$ cat config.mk
export PLATFORM = sky130hd
export DESIGN_NAME = lcd_line_stage
export DESIGN_NICKNAME = d
export VERILOG_FILES = /design/src/rtl/lcdls_pkg.sv /design/src/rtl/lcdls_edge_det.sv /design/src/rtl/lcdls_line_reg.sv /design/src/rtl/lcdls_level_cell.sv /design/src/rtl/lcd_line_stage.sv
export SDC_FILE = /design/constraint.sdc
export NUM_CORES = 1
export LEC_CHECK = 0
export ABC_AREA = 0
export CELL_PAD_IN_SITES_DETAIL_PLACEMENT = 1
export CELL_PAD_IN_SITES_GLOBAL_PLACEMENT = 1
export CORE_MARGIN = 2
export CORE_UTILIZATION = 29
export DETAILED_ROUTE_END_ITERATION = 12
export GPL_ROUTABILITY_DRIVEN = 1
export PLACE_DENSITY_LB_ADDON = 0.15
export SLEW_MARGIN = 30
export SYNTH_ARGS = -nofsm -noshare
export SYNTH_HDL_FRONTEND = slang
export SYNTH_SLANG_ARGS = --single-unit
$ cat constraint.sdc
create_clock -name clk -period 6.8 [get_ports clk]
set_input_delay 1.02 -clock clk [delete_from_list [all_inputs] [get_ports clk]]
set_output_delay 1.02 -clock clk [all_outputs]
set_load 0.05 [all_outputs]
$ cat src/rtl/lcdls_pkg.sv
// Shared types for the line latch / level selector.
// Assumes nothing beyond the 2-bit level coding used on lvl_code.
package lcdls_pkg;
    typedef enum logic [1:0] {
        LVL_V0  = 2'b00,
        LVL_V12 = 2'b01,
        LVL_V43 = 2'b10,
        LVL_VSS = 2'b11
    } drv_lvl_e;
endpackage

$ cat src/rtl/lcdls_edge_det.sv
// Detects a falling edge of the line pulse on the system clock.
// Assumes line_pulse is already synchronous to clk. The pulse flag is
// high in the cycle where the input is low after being high.
module lcdls_edge_det (
    input  logic clk,
    input  logic rst_n,
    input  logic pulse_in,
    output logic fall
);
    logic prev_q;

    // Remember last sampled level of the pulse.
    always_ff @(posedge clk) begin
        if (!rst_n) prev_q <= 1'b0;
        else        prev_q <= pulse_in;
    end

    // Falling edge: high last cycle, low now.
    always_comb fall = prev_q & ~pulse_in;
endmodule

$ cat src/rtl/lcdls_line_reg.sv
// Shared line register: parallel latch in segment mode, scan shift
// register in common mode. Acts only when step is high.
// Assumes NCH >= 2.
module lcdls_line_reg #(
    parameter int NCH = 160
) (
    input  logic           clk,
    input  logic           rst_n,
    input  logic           step,
    input  logic           seg_mode,
    input  logic           dir_down,
    input  logic [NCH-1:0] row_data,
    input  logic           scan_in,
    output logic [NCH-1:0] q
);
    // Load, shift up, shift down or hold the line register.
    always_ff @(posedge clk) begin
        if (!rst_n) begin
            q <= '0;
        end else if (step) begin
            if (seg_mode)      q <= row_data;
            else if (!dir_down) q <= {q[NCH-2:0], scan_in};
            else               q <= {scan_in, q[NCH-1:1]};
        end
    end
endmodule

$ cat src/rtl/lcdls_level_cell.sv
// Picks one channel's 4-level drive code from its latched bit, the
// mode, frame and display enable. Purely combinational.
module lcdls_level_cell
    import lcdls_pkg::*;
(
    input  logic     bit_in,
    input  logic     seg_mode,
    input  logic     frame_sig,
    input  logic     blank_n,
    output drv_lvl_e code
);
    // Blanking wins; otherwise select by mode, data and frame.
    always_comb begin
        if (!blank_n) begin
            code = LVL_VSS;
        end else if (seg_mode) begin
            case ({bit_in, frame_sig})
                2'b11:   code = LVL_V0;
                2'b10:   code = LVL_VSS;
                2'b01:   code = LVL_V12;
                default: code = LVL_V43;
            endcase
        end else begin
            case ({bit_in, frame_sig})
                2'b11:   code = LVL_VSS;
                2'b10:   code = LVL_V0;
                2'b01:   code = LVL_V43;
                default: code = LVL_V12;
            endcase
        end
    end
endmodule

$ cat src/rtl/lcd_line_stage.sv
// Top of the output stage: edge detect, shared line register,
// end-pin steering and one level cell per channel.
// Assumes all inputs are synchronous to clk; pad tri-state buffers
// sit outside and use the *_oe outputs.
module lcd_line_stage
    import lcdls_pkg::*;
#(
    parameter int NCH = 160
) (
    input  logic             clk,
    input  logic             rst_n,
    input  logic             line_pulse,
    input  logic             seg_mode,
    input  logic             frame_sig,
    input  logic             disp_en_n,
    input  logic             scan_dir,
    input  logic [NCH-1:0]   row_data,
    input  logic             end_a_in,
    input  logic             end_b_in,
    output logic             end_a_out,
    output logic             end_a_oe,
    output logic             end_b_out,
    output logic             end_b_oe,
    output logic [2*NCH-1:0] lvl_code
);
    logic           lp_fall;
    logic           scan_in;
    logic [NCH-1:0] line_q;

    lcdls_edge_det u_edge (
        .clk      (clk),
        .rst_n    (rst_n),
        .pulse_in (line_pulse),
        .fall     (lp_fall)
    );

    // Entry pin follows the shift direction.
    always_comb scan_in = scan_dir ? end_b_in : end_a_in;

    lcdls_line_reg #(.NCH(NCH)) u_reg (
        .clk      (clk),
        .rst_n    (rst_n),
        .step     (lp_fall),
        .seg_mode (seg_mode),
        .dir_down (scan_dir),
        .row_data (row_data),
        .scan_in  (scan_in),
        .q        (line_q)
    );

    // Far-end bits and pin enables for chaining in common mode.
    always_comb begin
        end_a_out = line_q[0];
        end_b_out = line_q[NCH-1];
        end_a_oe  = ~seg_mode &  scan_dir;
        end_b_oe  = ~seg_mode & ~scan_dir;
    end

    for (genvar i = 0; i < NCH; i++) begin : g_ch
        drv_lvl_e code_i;
        lcdls_level_cell u_cell (
            .bit_in    (line_q[i]),
            .seg_mode  (seg_mode),
            .frame_sig (frame_sig),
            .blank_n   (disp_en_n),
            .code      (code_i)
        );
        assign lvl_code[2*i +: 2] = code_i;
    end
endmodule

==> summary.md, run 1 <==
| Metric | Value |
|---|---|
| Status | `completed` |
| GRT Residual Overflow | `0` |
| R2R depth | `5` |
| Largest stage delay, worst path | `0.82 ns` |
| Dpl hpwl | `28000 µm` |
| Total CTS buffers | `17` |
| Final wirelength | `43100 µm` |
| CTS H-tree depth | `4` |
| MaxCap Viol Count | `0` |
| Final clock skew | `0.00927 ns` |
| Clock transition at path regs | `0.07 ns` |
| Peak VDD IR | `0.176 mV` |
| Final setup TNS | `0 ns` |
| Utilization after layout | `41.9%` |
| Sequential share of the synthesized area | `29.8%` |
| CTS tree | `done` |
| Max Root-Sink Buffers | `2` |
| Synthesized area | `0.0108 mm²` |
| Worst skew pair latency | `0.45 ns` |
| EDFF count, synth | `0` |
| Post-route ant nets | `0` |
| Number of core rows | `70` |
| Count of final setup violators | `0` |
| RSZ-0062 raised after global routing | `no` |
| Post CTS Setup Buffer Count | `0` |
| Mapped Avg Cell Area | `7.48 µm²` |
| Core Box Area | `0.0367 mm²` |
| Hold Crit Class | `reg -> reg` |
| Leakage power | `5.13 nW` |
| CTS Root Cell | `clkbuf_16` |
| Final hold viol count | `0` |
| Worst-path fanout max | `118` |
| Number of I/O port buffers | `492` |
| Post-route clock period utilization | `80.2%` |
| Fin. max-slew vios | `0` |
| Die Y | `197 µm` |
| Area grow syn2layout | `42.1%` |
| Power Density | `235 mW/mm²` |
| Crit path time final | `5.45 ns` |
| First-pass GRT wire length | `65300 µm` |
| F_max | `183 MHz` |
| Synth Register Bits | `161` |
| Post-Synthesis Net Count | `1623` |
| Largest net degree at the start of global routing | `273` |
| CTS Hold Buffers Added | `0` |
| Yosys top cell area share | `29.8%` |
| Worst slew pin tran | `0.908 ns` |
| Primary FF master, synth | `dfxtp_1` |
| Avg WL per Cell | `20.0 µm` |
| Vias per cell | `5.13` |
| Initial antenna violation count | `9` |
| Resize count post-CTS | `0` |
| Ys Warns | `0` |
| Slowest cell on crit path | `clkdlybuf4s50_1` |
| Type of origin of the critical path | `input port` |
| Via count | `11000` |
| DRT iter0 DRCs | `642` |
| Synth top area cells | `dfxtp_1 30%, xnor2_1 13%, buf_4 12%` |
| Data arrival, critical path | `4.43 ns` |
| Critical path capture point type | `primary output` |
| Die ar. | `0.0389 mm²` |
| WP data required | `5.78 ns` |
| Critical Path, Cell by Cell | `clkdlybuf4s50_1 -> xnor2_4 -> buf_12 -> buf_4 -> xnor2_1 -> nand2_1 -> clkdlybuf4s50_1` |
| Post-synth ARST share | `0%` |
| Starting Density | `29.5%` |
| Pre-antenna DRT Iters | `5` |
| Kind of critical path | `in -> out` |
| Synth Instances | `1446` |
| Final Wtd Congestion | `0.796` |
| Most used cell, CP | `clkdlybuf4s50_1` |
| Vias in the first global route | `10900` |
| Die Span X | `197 µm` |
| Post-route DRC | `0` |
| Largest area contributor in the netlist | `dfxtp_1` |
| Layout cells sized above 1 | `3.03%` |
| # clock sinks | `161` |
| Post-synthesis cell type count | `21` |
| All-layer global routing usage | `21.2%` |
| Nets | `1847` |
| # IOs | `493` |
| Hold depth | `2` |
| Rel. slew slack | `39.5%` |
==> per-layer routing <==
layer / vias up / routed length, µm / GRT usage [%]
met3: 54 / 3080 / 6.28
met5: - / 54 / 0
met1: 5339 / 19000 / 27.8
met2: 312 / 20000 / 33.2
met4: 8 / 984 / 6.93
li1: 5330 / - / -
==> metrics by stage <==
| step | setup WS (ns) | std cells | hold slack (ns) | area (µm²) | power (mW) |
|---|---|---|---|---|---|
| 2_1_floorplan | 0.858 | 1446 | 0.471 | 10800 | 2.20 |
| 3_3_place_gp | 1.48 | 2117 | 0.496 | 14700 | 2.61 |
| 3_5_place_dp | 1.37 | 2117 | 0.507 | 14700 | 2.62 |
| 4_1_cts | 1.37 | 2148 | 0.514 | 15300 | 3.66 |
| 5_1_grt | 1.13 | 2153 | 0.547 | 15400 | 3.78 |
| 6_report | 1.35 | 2154 | 0.516 | 15400 | 3.62 |
==> path summary, 6_finish.rpt <==
path,from,end,slack (ns)
worst min register to register,u_reg.q[30],u_reg.q[29],0.52
worst min-delay path,u_reg.q[30],u_reg.q[29],0.52
worst max register to register,u_edge.prev_q,u_reg.q[49],4.81
worst max-delay path,frame_sig,lvl_code[28],1.35
==> cell type report <==
| cell class | instances | area, µm² |
|---|---|---|
| multi-input cells | 981 | 5840 |
| diodes | 4 | 10.0 |
| fillers | 4355 | 21300 |
| flip-flops and latches | 161 | 3220 |
| clock inverters | 12 | 160 |
| clock buffers | 19 | 443 |
| well taps | 468 | 586 |
| inverters | 4 | 15.0 |
| repair buffers | 505 | 5100 |
==> critical path, delay by kind of cell <==
family	cells	cell delay (ns)
XOR/XNOR	2	0.47
buffers and inverters	4	2.70
AND/OR/NAND/NOR	1	0.10
==> cell families after synthesis <==
group	Yosys count	share of synthesized area (%)
adder cells (fa/ha/maj)	8	0.925
XOR/XNOR	160	13.0
flip-flops	161	29.8
AND/OR/NAND/NOR	331	11.7
buffers and inverters	304	16.7
AO/OA/AOI/OAI	482	27.8
==> placed cells by master (no fill, tap or decap), types with 2 or more instances in the layout <==
cell type          n
nand2_1          320
dfxtp_1          161
ha_1               8
o21ai_0          162
xor2_1             2
a22oi_1          160
nor2b_4            2
buf_12             3
xnor2_1          157
buf_4              8
diode_2            4
clkbuf_16         17
nor3_1             2
clkinvlp_4         4
a31oi_1          160
nor3b_1            2
inv_1              4
buf_6              3
clkinv_4           3
buf_16             2
clkdlybuf4s50_1  489
bufinv_16          3
==> Yosys cell counts, types with 4 or more instances <==
library cell and count:
nand2_1 321, buf_4 168, o21ai_0 162, dfxtp_1 161, a22oi_1 160, a31oi_1 160
xnor2_1 157, clkbuf_1 99, buf_2 31, ha_1 8, inv_1 4
==> sequential cells by signal, summed over array words and instances, names as in the netlist <==
name and cells:
u_reg.q 160, u_edge.prev_q 1
==> power breakdown <==
part	leakage, nW	switching, mW	internal, mW
registers	1.32	0.0650	0.992
logic	3.53	0.996	0.539
clock network	0.282	0.438	0.588
total	5.13	1.50	2.12
Power figures use the tool's default switching activity.
==> run 2, diff against run 1 <==
Clock period 6.8 ns to 5.58 ns, I/O delays scaled along.
==> run 2 against run 1 <==
Sequential cell count unchanged. Non-clock buffer count increased by 1. Critical path depth unchanged. First-iteration DRC count increased by 0.16%. Sequential share of layout area increased by 0.099 points. Global-route usage increased by 0.054 points.
==> summary.md, run 2 (synthesis gave the netlist of run 1 again) <==
| Metric | Value |
|---|---|
| Hold Crit Class | `reg -> reg (unchanged)` |
| CTS H-tree depth | `4 (unchanged)` |
| Max Root-Sink Buffers | `2 (unchanged)` |
| Die Span X | `197 µm (unchanged)` |
| Critical path capture point type | `primary output (unchanged)` |
| All-layer global routing usage | `21.2% (about the same)` |
| Max reg flops | `160 (unchanged)` |
| DRT iter0 DRCs | `643 (was 642)` |
| F_max | `207 MHz` |
| CTS tree | `done (unchanged)` |
| Clk pwr share | `26.6% (was 28.4%)` |
| Via count | `11100 (was 11000)` |
| First-pass GRT wire length | `65600 µm (was 65300 µm)` |
| RR Endpoint | `u_reg.q[31] (was u_reg.q[49])` |
| Final clock skew | `0.00824 ns (was 0.00927 ns)` |
| Worst skew pair latency | `0.43 ns (was 0.45 ns)` |
| Net Switching | `1.86 mW (was 1.50 mW)` |
| Most used cell, CP | `clkdlybuf4s50_1 (unchanged)` |
| Dpl hpwl | `29000 µm (was 28000 µm)` |
| Post-route ant nets | `0 (unchanged)` |
| RSZ-0062 raised after global routing | `no (unchanged)` |
| Slowest cell on crit path | `clkdlybuf4s50_1 (unchanged)` |
| Final setup TNS | `0 ns (unchanged)` |
| GRT Residual Overflow | `0 (unchanged)` |
| Comb pwr share | `43.5% (was 42.4%)` |
| Reg power frac | `29.9% (was 29.2%)` |
| Total CTS buffers | `17 (unchanged)` |
| # clock sinks | `161 (unchanged)` |
| Number of core rows | `70 (unchanged)` |
| Vias in the first global route | `10900 (about the same)` |
| Final wirelength | `43400 µm (was 43100 µm)` |
| Worst slew pin tran | `0.953 ns (was 0.908 ns)` |
| Largest regs | `u_reg.q: 160 flops, u_edge.prev_q: 1 flops (unchanged)` |
| CTS Hold Buffers Added | `0 (unchanged)` |
| Post-route clock period utilization | `86.4%` |
| # IOs | `493 (unchanged)` |
| Hold WS | `0.517 ns (was 0.516 ns)` |
| Final hold viol count | `0 (unchanged)` |
| Worst R2R Start | `u_edge.prev_q (unchanged)` |
| Hold EP | `u_reg.q[79] (was u_reg.q[29])` |
| Initial antenna violation count | `13 (was 9)` |
| Die ar. | `0.0389 mm² (unchanged)` |
| Count of final setup violators | `0 (unchanged)` |
| Type of origin of the critical path | `input port (unchanged)` |
| Largest stage delay, worst path | `0.81 ns (was 0.82 ns)` |
| Bufs and invs on worst path | `4 (unchanged)` |
| Layout cells sized above 1 | `3.21% (was 3.03%)` |
| Peak VDD IR | `0.200 mV (was 0.176 mV)` |
| CTS Root Cell | `clkbuf_16 (unchanged)` |
| Hold depth | `2 (unchanged)` |
| MaxCap Viol Count | `0 (unchanged)` |
| Sw Ratio | `43.1% (was 41.4%)` |
| Starting Density | `29.5% (unchanged)` |
| Pre-CTS setup slack | `0.806 ns (was 1.37 ns)` |
| Die Y | `197 µm (unchanged)` |
| CP top delay family | `buffers and inverters (unchanged)` |
| Power Density | `281 mW/mm² (was 235 mW/mm²)` |
| Leakage power | `5.12 nW (was 5.13 nW)` |
| Data arrival, critical path | `3.98 ns (was 4.43 ns)` |
| Pre-antenna DRT Iters | `5 (unchanged)` |
| Crit path time final | `4.82 ns` |
| R2R depth | `4 (was 5)` |
| Final Wtd Congestion | `0.780 (was 0.796)` |
| CP Depth | `7 (unchanged)` |
| R2R Setup Slk | `3.84 ns (was 4.81 ns)` |
| Commonest non-fill, non-tap cell in the layout | `clkdlybuf4s50_1 (unchanged)` |
| Vias per cell | `5.14 (was 5.13)` |
| Fillers | `4377 (was 4355)` |
| Number of I/O port buffers | `492 (unchanged)` |
| Status | `completed (unchanged)` |
| Critical Path, Cell by Cell | `clkdlybuf4s50_1 -> xnor2_4 -> buf_12 -> buf_16 -> xnor2_1 -> nand2_1 -> clkdlybuf4s50_1 (was clkdlybuf4s50_1 -> xnor2_4 -> buf_12 -> buf_4 -> xnor2_1 -> nand2_1 -> clkdlybuf4s50_1)` |
| Hold path start | `u_reg.q[80] (was u_reg.q[30])` |
| Kind of critical path | `in -> out (unchanged)` |
| Post-route DRC | `0 (unchanged)` |
| Rel. slew slack | `36.4% (was 39.5%)` |
| Final WS setup | `0.760 ns (was 1.35 ns)` |
| Worst-path fanout max | `85 (was 118)` |
| Core Box Area | `0.0367 mm² (unchanged)` |
| Nets | `1848 (was 1847)` |
| Layout Cells excl Fill | `2161 (was 2154)` |
| WP data required | `4.74 ns (was 5.78 ns)` |
| Post CTS Setup Buffer Count | `0 (unchanged)` |
| Critical Path Start | `frame_sig (unchanged)` |
| Resize count post-CTS | `0 (unchanged)` |
| Most frequent cells in the layout | `489 x clkdlybuf4s50_1, 320 x nand2_1, 162 x o21ai_0 (unchanged)` |
| Avg WL per Cell | `20.1 µm (was 20.0 µm)` |
| Most flops, register | `u_reg.q (unchanged)` |
| Fin. max-slew vios | `0 (unchanged)` |
| Placed insts | `2120 (was 2117)` |
| Clock transition at path regs | `0.07 ns (about the same)` |
| Area grow syn2layout | `41.4% (was 42.1%)` |
| Largest net degree at the start of global routing | `215 (was 273)` |
| Cell Int Power | `2.45 mW (was 2.12 mW)` |
run 2: cell types whose count changed in the layout (fill, tap and decap cells not counted), sizes merged:
cell / before / now
buf: 16 / 17
bufinv: 3 / 0
clkbuf: 19 / 17
clkinv: 4 / 5
clkinvlp: 4 / 1
diode: 4 / 9
inv: 5 / 13
run 2: worst max path at each step:
| stage | end |
|---|---|
| 2_1_floorplan | lvl_code[101] |
| 3_3_place_gp | lvl_code[242] |
| 3_5_place_dp | lvl_code[242] |
| 4_1_cts | lvl_code[242] |
| 5_1_grt | lvl_code[242] |
| 6_report | lvl_code[242] |
run 2: cell type report:
| type | instances | area [µm²] | area share [%] |
|---|---|---|---|
| Timing Repair Buffer | 506 | 5080 | 33.2 |
| Clock buffer | 17 | 425 | 2.78 |
| Clock inverter | 15 | 123 | 0.801 |
| Inverter | 4 | 15.0 | 0.0981 |
| Antenna cell | 9 | 22.5 | 0.147 |
| Multi-Input combinational cell | 981 | 5830 | 38.1 |
| Tap cell | 468 | 586 | 3.83 |
| Sequential cell | 161 | 3220 | 21.1 |
run 2: worst register-to-register path, cell delays in order (launching register included):
cell     delay, ns
dfxtp_1       0.32
nor2b_4       0.17
buf_4         0.71
o21ai_0       0.26
a31oi_1       0.21
run 2: metal layers:
layer / vias up / track usage (%) / wire length, µm
met5: - / 0 / 41
li1: 5348 / - / -
met2: 295 / 34.8 / 20500
met4: 6 / 5.68 / 496
met1: 5419 / 27.4 / 19500
met3: 30 / 5.87 / 2790
run 2: power by group through the flow:
| stage | clock network [mW] | logic (mW) | registers (mW) |
|---|---|---|---|
| finish | 1.15 | 1.87 | 1.29 |
| global route | 1.23 | 1.97 | 1.30 |
| CTS | 1.18 | 1.89 | 1.29 |
| detailed placement | 0 | 1.88 | 1.32 |
| global placement | 0 | 1.87 | 1.32 |
| floorplan | 0 | 1.39 | 1.29 |
run 2: metrics by stage:
| stage | total power, mW | utilization [%] | cell area [µm²] |
|---|---|---|---|
| after floorplan | 2.67 | - | 10800 |
| after global placement | 3.18 | 40.1 | 14700 |
| after global routing | 4.50 | 41.7 | 15300 |
| after CTS | 4.36 | 41.6 | 15300 |
| final | 4.31 | 41.7 | 15300 |
| after detailed placement | 3.19 | 40.1 | 14700 |
==> run 3, diff against run 2 <==
Settings changed: ABC_CLOCK_PERIOD_IN_PS set to 5580, REMOVE_ABC_BUFFERS set to 1.
==> run 3 against run 2 <==
Global-route usage down 0.51 points. Highest routed layer unchanged. Routed wire length decreased by 2.9%. Power increased by 3.7%.
==> summary.md, run 3 (synthesis gave the netlist of run 1 again) <==
| Metric | Value |
|---|---|
| Worst-path fanout max | `86 (was 85)` |
| Via count | `11000 (was 11100)` |
| Peak VDD IR | `0.221 mV (was 0.200 mV)` |
| Die Span X | `197 µm (unchanged)` |
| Status | `completed (unchanged)` |
| Post-route clock period utilization | `79.9% (was 86.4%)` |
| Most flops, register | `u_reg.q (unchanged)` |
| Worst slew pin tran | `0.903 ns (was 0.953 ns)` |
| GRT Residual Overflow | `0 (unchanged)` |
| Final hold viol count | `0 (unchanged)` |
| Post-route DRC | `0 (unchanged)` |
| Number of core rows | `70 (unchanged)` |
| First-pass GRT wire length | `63000 µm (was 65600 µm)` |
| Dpl hpwl | `28200 µm (was 29000 µm)` |
| CTS Hold Buffers Added | `0 (unchanged)` |
| Max Root-Sink Buffers | `2 (unchanged)` |
| Largest net degree at the start of global routing | `103 (was 215)` |
| Final setup TNS | `0 ns (unchanged)` |
| CTS H-tree depth | `4 (unchanged)` |
| Rel. slew slack | `39.8% (was 36.4%)` |
| Total CTS buffers | `17 (unchanged)` |
| All-layer global routing usage | `20.7% (was 21.2%)` |
| Number of I/O port buffers | `492 (unchanged)` |
| Resize count post-CTS | `0 (unchanged)` |
| CTS Root Cell | `clkbuf_16 (unchanged)` |
| Critical path capture point type | `primary output (unchanged)` |
| Area grow syn2layout | `42.8% (was 41.4%)` |
| Data arrival, critical path | `3.62 ns (was 3.98 ns)` |
| WP data required | `4.74 ns (about the same)` |
| DRT iter0 DRCs | `563 (was 643)` |
| Die Y | `197 µm (unchanged)` |
| MaxCap Viol Count | `0 (unchanged)` |
| Power Density | `289 mW/mm² (was 281 mW/mm²)` |
| Kind of critical path | `in -> out (unchanged)` |
| Final clock skew | `0.00698 ns (was 0.00824 ns)` |
| Met2 Use GR | `36.9% (was 34.8%)` |
| Post-route ant nets | `0 (unchanged)` |
| Count of final setup violators | `0 (unchanged)` |
| Max reg flops | `160 (unchanged)` |
| Pre-antenna DRT Iters | `5 (unchanged)` |
| Starting Density | `29.5% (unchanged)` |
| Clock transition at path regs | `0.07 ns (about the same)` |
| Leakage power | `5.19 nW (was 5.12 nW)` |
| Fin. max-slew vios | `0 (unchanged)` |
| GRT met1 Usage | `24.5% (was 27.4%)` |
| Initial antenna violation count | `10 (was 13)` |
| Crit path time final | `4.46 ns (was 4.82 ns)` |
| Busiest layer in global routing | `met2 (unchanged)` |
| Nets | `1850 (was 1848)` |
| Utilization after layout | `42.1% (was 41.7%)` |
| Commonest non-fill, non-tap cell in the layout | `clkdlybuf4s50_1 (unchanged)` |
| Avg WL per Cell | `19.5 µm (was 20.1 µm)` |
| Met3 usage | `5.02% (was 5.87%)` |
| Largest regs | `u_reg.q: 160 flops, u_edge.prev_q: 1 flops (unchanged)` |
| Die ar. | `0.0389 mm² (unchanged)` |
| Final Wtd Congestion | `0.774 (was 0.780)` |
| CTS tree | `done (unchanged)` |
| Hold WS | `0.515 ns (was 0.517 ns)` |
| F_max | `224 MHz (was 207 MHz)` |
| RSZ-0062 raised after global routing | `no (unchanged)` |
| Vias per cell | `5.08 (was 5.14)` |
| Type of origin of the critical path | `input port (unchanged)` |
| Most frequent cells in the layout | `489 x clkdlybuf4s50_1, 320 x nand2_1, 162 x o21ai_0 (unchanged)` |
| Final wirelength | `42100 µm (was 43400 µm)` |
| # IOs | `493 (unchanged)` |
| Core Box Area | `0.0367 mm² (unchanged)` |
| Layout cells sized above 1 | `3.32% (was 3.21%)` |
| Vias in the first global route | `10600 (was 10900)` |
| Post CTS Setup Buffer Count | `0 (unchanged)` |
| Hold Crit Class | `reg -> reg (unchanged)` |
| Worst skew pair latency | `0.44 ns (was 0.43 ns)` |
| # clock sinks | `161 (unchanged)` |
[run 3: changes by cell type in the layout (fill, tap and decap cells not counted), sizes merged]
| cell | before | now |
|---|---|---|
| clkinv | 5 | 6 |
| bufinv | 0 | 4 |
| buf | 17 | 19 |
| inv | 13 | 4 |
| clkinvlp | 1 | 0 |
| clkbuf | 17 | 22 |
[run 3: stage by stage]
step / power (mW) / std cells / setup slack [ns] / instance area, µm²
finish: 4.47 / 2163 / 1.12 / 15500
detailed placement: 3.18 / 2121 / 1.08 / 14800
CTS: 4.53 / 2153 / 1.07 / 15400
global placement: 3.17 / 2121 / 1.19 / 14800
floorplan: 2.52 / 1146 / -83.72 / 9030
global route: 4.66 / 2160 / 0.941 / 15400
[run 3: critical path, stage by stage]
cell,delay [ns]
clkdlybuf4s50_1,0.61
xnor2_4,0.26
nand2_4,0.55
buf_4,0.42
clkdlybuf4s50_1,0.88
[run 3: path summary, 6_finish.rpt]
| kind | from | endpoint | slack [ns] | depth (start not counted) |
|---|---|---|---|---|
| max | frame_sig | lvl_code[73] | 1.12 | 5 |
| min | u_reg.q[155] | u_reg.q[154] | 0.52 | 2 |
| max reg2reg | u_edge.prev_q | u_reg.q[94] | 3.64 | 5 |
| min reg2reg | u_reg.q[155] | u_reg.q[154] | 0.52 | 2 |
[run 3: area by class of cell]
type	instances	area (µm²)
Timing Repair Buffer	508	5130
Antenna cell	9	22.5
Fill cell	4384	21200
Clock inverter	10	154
Sequential cell	161	3220
Clock buffer	22	494
Tap cell	468	586
Multi-Input combinational cell	981	5830
Inverter	4	15.0
[run 3: per-layer routing]
metal  wire [µm]  vias up
met3        2320       31
li1            -     5345
met2       21600      311
met4         605        4
met5          27        -
met1       17500     5287
[run 3: report_power, final]
part	internal, mW	switching, mW	leakage (nW)
clock	0.807	0.515	0.326
sequential	1.21	0.0761	1.32
combinational	0.658	1.20	3.55
